### config.mk
export PLATFORM = sky130hd
export DESIGN_NAME = pdm_dac_channel
export DESIGN_NICKNAME = d
export VERILOG_FILES = /design/src/rtl/pdm_pkg.sv /design/src/rtl/pdm_code_sel.sv /design/src/rtl/pdm_accum.sv /design/src/rtl/pdm_out_stage.sv /design/src/rtl/pdm_dac_channel.sv
export SDC_FILE = /design/constraint.sdc
export NUM_CORES = 1
export LEC_CHECK = 0
export BUFFER_PORTS_ARGS = -buffer_cell sky130_fd_sc_hd__buf_2
export CORE_ASPECT_RATIO = 1.25
export CORE_UTILIZATION = 40
export DETAILED_ROUTE_END_ITERATION = 8
export PLACE_DENSITY = 0.66
export SLEW_MARGIN = 25
export SYNTH_ARGS = -nofsm -noshare
export SYNTH_HDL_FRONTEND = slang
export SYNTH_HIERARCHICAL = 1
export SYNTH_SLANG_ARGS = --single-unit
### constraint.sdc
create_clock -name clk -period 2 [get_ports clk]
set_input_delay 0.2 -clock clk [delete_from_list [all_inputs] [get_ports clk]]
set_output_delay 0.2 -clock clk [all_outputs]
set_load 0.005 [all_outputs]
### src/rtl/pdm_pkg.sv
package pdm_pkg;
  localparam int DEF_CODE_W = 10;
  localparam int DEF_WORD_W = 16;

  typedef enum logic [1:0] {
    SRC_HOLD  = 2'd0,
    SRC_MOD   = 2'd1,
    SRC_LEVEL = 2'd2
  } out_src_e;
endpackage

### src/rtl/pdm_code_sel.sv
module pdm_code_sel #(
  parameter int WORD_W = 16,
  parameter int CODE_W = 10
) (
  input  logic [WORD_W-1:0] value_word,
  input  logic              invert_sense,
  output logic [CODE_W-1:0] code_eff
);
  localparam int LSB_POS = WORD_W - CODE_W;

  function automatic logic [CODE_W-1:0] take_field(input logic [WORD_W-1:0] w);
    return w[WORD_W-1:LSB_POS];
  endfunction

  function automatic logic [CODE_W-1:0] apply_sense(input logic [CODE_W-1:0] c,
                                                    input logic inv);
    logic [CODE_W-1:0] full;
    full = '1;
    return inv ? (full - c) : c;
  endfunction

  logic [CODE_W-1:0] raw_code;
  assign raw_code = take_field(value_word);
  assign code_eff = apply_sense(raw_code, invert_sense);

  // full-scale code with inverted sense must yield zero density
  always_comb begin
    if (invert_sense && (&raw_code))
      a_full_inverted_r3: assert (code_eff == '0);
  end
endmodule

### src/rtl/pdm_accum.sv
module pdm_accum #(
  parameter int CODE_W = 10
) (
  input  logic              clk,
  input  logic              rst_n,
  input  logic              step_en,
  input  logic [CODE_W-1:0] code_eff,
  output logic              carry_now
);
  localparam int SUM_W = CODE_W + 1;
  localparam logic [CODE_W-1:0] HALF = CODE_W'(1) << (CODE_W - 1);

  function automatic logic [SUM_W-1:0] add_step(input logic [CODE_W-1:0] a,
                                                input logic [CODE_W-1:0] c);
    return {1'b0, a} + {1'b0, c};
  endfunction

  logic [CODE_W-1:0] acc_q;
  logic              last_carry_q;
  logic [SUM_W-1:0]  sum_w;

  assign sum_w     = add_step(acc_q, code_eff);
  assign carry_now = sum_w[CODE_W];

  always_ff @(posedge clk or negedge rst_n) begin
    if (!rst_n) begin
      acc_q        <= '0;
      last_carry_q <= 1'b0;
    end else if (step_en) begin
      acc_q        <= sum_w[CODE_W-1:0];
      last_carry_q <= sum_w[CODE_W];
    end
  end

  // a cycle without a step leaves the accumulator untouched
  p_acc_frozen_r6: assert property (@(posedge clk) disable iff (!rst_n)
    (!step_en) |=> $stable(acc_q));

  // at or below half scale a one is never followed by a one
  p_sparse_ones_r4: assert property (@(posedge clk) disable iff (!rst_n)
    (step_en && (code_eff <= HALF) && last_carry_q) |-> !carry_now);
endmodule

### src/rtl/pdm_out_stage.sv
module pdm_out_stage
  import pdm_pkg::*;
(
  input  logic clk,
  input  logic rst_n,
  input  logic soft_off,
  input  logic level,
  input  logic step_en,
  input  logic mod_bit,
  output logic pdm_q
);
  out_src_e src;

  always_comb begin
    if (soft_off)     src = SRC_LEVEL;
    else if (step_en) src = SRC_MOD;
    else              src = SRC_HOLD;
  end

  always_ff @(posedge clk or negedge rst_n) begin
    if (!rst_n) begin
      pdm_q <= 1'b0;
    end else begin
      case (src)
        SRC_LEVEL: pdm_q <= level;
        SRC_MOD:   pdm_q <= mod_bit;
        default:   pdm_q <= pdm_q;
      endcase
    end
  end

  // disabled output follows the polarity level one edge later
  p_parked_level_r5: assert property (@(posedge clk) disable iff (!rst_n)
    soft_off |=> (pdm_q == $past(level)));

  // idle cycles keep the output bit
  p_idle_hold_r6: assert property (@(posedge clk) disable iff (!rst_n)
    (!soft_off && !step_en) |=> $stable(pdm_q));
endmodule

### src/rtl/pdm_dac_channel.sv
module pdm_dac_channel
  import pdm_pkg::*;
#(
  parameter int WORD_W = DEF_WORD_W,
  parameter int CODE_W = DEF_CODE_W
) (
  input  logic              clk,
  input  logic              rst_n,
  input  logic [WORD_W-1:0] value_word,
  input  logic              invert_sense,
  input  logic              soft_off,
  input  logic              tick,
  output logic              pdm_out
);
  logic [CODE_W-1:0] code_eff;
  logic              step_en;
  logic              mod_bit;

  assign step_en = tick & ~soft_off;

  pdm_code_sel #(.WORD_W(WORD_W), .CODE_W(CODE_W)) u_sel (
    .value_word   (value_word),
    .invert_sense (invert_sense),
    .code_eff     (code_eff)
  );

  pdm_accum #(.CODE_W(CODE_W)) u_acc (
    .clk       (clk),
    .rst_n     (rst_n),
    .step_en   (step_en),
    .code_eff  (code_eff),
    .carry_now (mod_bit)
  );

  pdm_out_stage u_out (
    .clk      (clk),
    .rst_n    (rst_n),
    .soft_off (soft_off),
    .level    (invert_sense),
    .step_en  (step_en),
    .mod_bit  (mod_bit),
    .pdm_q    (pdm_out)
  );

  // reset leaves the output low
  p_reset_low_r7: assert property (@(posedge clk)
    (!rst_n) |-> (pdm_out == 1'b0));
endmodule

==> out/results.ini <==
[logic_synthesis]
ys_seq_area_frac = 0.256
synth_area_sq_um = 1070
yosysUniqueCellTypes = 40
yosys.area.top_type = dfrtp_1
ys.flop_type = dfrtp_1
synth_area_leaders = dfrtp_1, ha_1, xor2_1
synth.avg_cell_area_sq_um = 9.34
synth_top_area_frac = 0.256
async_reset_ff_frac = 1.00
ys_seq_elements = 11
ys.warnings.count = 6
syn-num-nets = 147
synth_cells = 115
synth_edf_count = 0

[grt]
grt_start_max_net_pins = 20
grt_overflow = 0
gr-usage-met3 = 0.0254
grt_pass1_wl_microns = 4220
grt_antenna_before_repair = 0
use_met2 = 0.354
grt.busiest_layer = met2
grt_pass1_vias = 998
gr-usage-met1 = 0.219
grtUsageTotal = 0.190

[worst_hold_path]
hold_start = soft_off
hold_class = primary input to flip-flop
whs_path_depth = 2
min_to = u_out/pdm_q

[placement]
dpl_cell_area_sq_um = 1280
io_buffers = 15
gp_congestion = 0.804
place_inst = 173
dp_hpwl_microns = 1900

[job]
max-cap-violations = 0

[route]
drtIter0Drc = 16
vias = 986
routedWlPerCell_microns = 13.5
drt-total-wl_microns = 2440
vias_per_cell = 5.48
route.detailed.drc = 0
ant_nets = 0
drt-pass1-iter-count = 4

[power_and_ir_drop]
power_leakage_nw = 0.598
power.total_mw = 1.76
vdd_drop_max_v = 0.000668
p_per_area_nw_per_um2 = 1320

[critical_path]
worstReg2RegEnd = u_out/pdm_q
crit_arrival_ps = 2100
worstSetupPathType = flip-flop to flip-flop
worstRegToRegCells = 9
critPathMaxFanout = 3
crit_required_ps = 2200
cp-end-kind = flip-flop
reg2reg_slack_ps = 100
startpoint_type = flip-flop
startpoint = u_acc/acc_q[0]
timing.rr.start = u_acc/acc_q[0]

[cells_and_area]
antenna_cells = 0
nets = 180
finalInstanceArea_sq_um = 1340
layoutNonFillerInstCount = 180
drive_above_1_share = 0.313
synthToLayoutAreaGrowth_pct = 24.6
most-common-layout-cells = buf_2, buf_4, dfrtp_1
layout_commonest_cell = buf_2

[status]
status = finished, final reports clean

[timing]
setup_tns_ps = 0
finalClockSkew_ps = 1.55
finalCriticalPeriod_ps = 1900
worstMarginPinSlew_ps = 494
relSlewSlack = 0.667
slew_violations = 0
fin_crit_sh = 0.948
rsz0062_at_grt = true
timing.hold.ws_ps = 152
setup-violations-final = 0
fmax_ghz = 0.527
hold_viol_final = 0

[cts]
cts_made_buffers = 3
cts-root-buf = clkbuf_4
clock_latency_ps = 270
clockBufferDepth = 2
cts_tree = yes
htree_levels = 1
path_clk_slew_ps = 80
clock-sinks = 11

[die]
num_io_pins = 22
dieArea_sq_um = 2900
die_w_microns = 48.3
start_util = 0.433
rows = 20
core-area_sq_um = 2480
die_h_microns = 59.9

## how the worst max path moves through the flow
stage,slack (ps),cells after the start,end
floorplan,40,11,u_out/pdm_q
global placement,-70,11,u_out/pdm_q
detailed placement,-70,11,u_out/pdm_q
CTS,100,9,u_out/pdm_q
global route,-20,9,u_out/pdm_q
finish,100,9,u_out/pdm_q
## cell usage after synthesis (2+ instances only)
| library cell | instances |
|---|---|
| dfrtp_1 | 11 |
| ha_1 | 10 |
| xor2_1 | 10 |
| inv_1 | 7 |
| o21a_1 | 6 |
| o21ai_0 | 6 |
| nor2_1 | 5 |
| a21oi_1 | 4 |
| nand2_1 | 4 |
| nor2b_1 | 4 |
| a31oi_1 | 3 |
| mux2_2 | 3 |
| mux2i_1 | 3 |
| nand3b_1 | 3 |
| o2111ai_1 | 3 |
| o211ai_1 | 3 |
| or3_1 | 3 |
| a211oi_1 | 2 |
| buf_2 | 2 |
| nor3_1 | 2 |
| o22ai_1 | 2 |
## power breakdown
part | internal (mW) | switching (mW) | total (mW)
Sequential | 0.329 | 0.0582 | 0.387
Combinational | 0.608 | 0.608 | 1.22
Clock | 0.0773 | 0.0850 | 0.162
## critical path, cell delays in order (launching register included)
cell	delay, ps
dfrtp_1	350
ha_2	180
inv_2	40
fa_2	340
nor2b_2	140
o31a_1	190
o211ai_1	100
a31oi_1	220
mux2i_1	100
o21ai_1	150
## stage by stage
step / utilization / worst slack [ps]
final: 0.540 / 104
after global routing: 0.540 / -19.0
after CTS: 0.531 / 98.2
after detailed placement: 0.516 / -73.8
after global placement: 0.516 / -66.2
after floorplan: - / 44.0
## final cells by class
| class | count | area, sq um |
|---|---|---|
| Timing Repair Buffer | 31 | 210 |
| Sequential cell | 11 | 275 |
| Inverter | 7 | 26.3 |
| Multi-Input combinational cell | 94 | 758 |
| Tap cell | 33 | 41.3 |
| Clock buffer | 4 | 26.3 |
| Fill cell | 230 | 1140 |
## flip-flops by register name, indices dropped and copies added, names as in the netlist
name         flops
u_acc/acc_q     10
u_out/pdm_q      1
## routing by layer
metal	routed length [microns]	vias to the layer above
met3	63	6
li1	-	489
met5	0	-
met4	46	0
met2	1240	25
met1	1080	466
## what timing repair did
action | 4_1_cts | 5_1_grt
hold buffers | 1 | 0
setup buffers | 0 | 2
gates resized for setup | 0 | 4
setup endpoints to repair | 0 | 1
endpoints found under the hold margin | 11 | 0
## logic make-up (layout without fill, tap and decap cells)
kind of cell,Yosys count,in the layout,synth area share
muxes,6,6,0.0594
and+or+nand+nor,30,30,0.181
AOI/OAI and AO/OA,36,36,0.234
buffers and inverters,10,42,0.0443
adders and majority gates,11,11,0.135
xor gates and xnor gates,11,11,0.0897
DFF,11,11,0.256
Note: power is estimated with default switching activity, not from simulation.
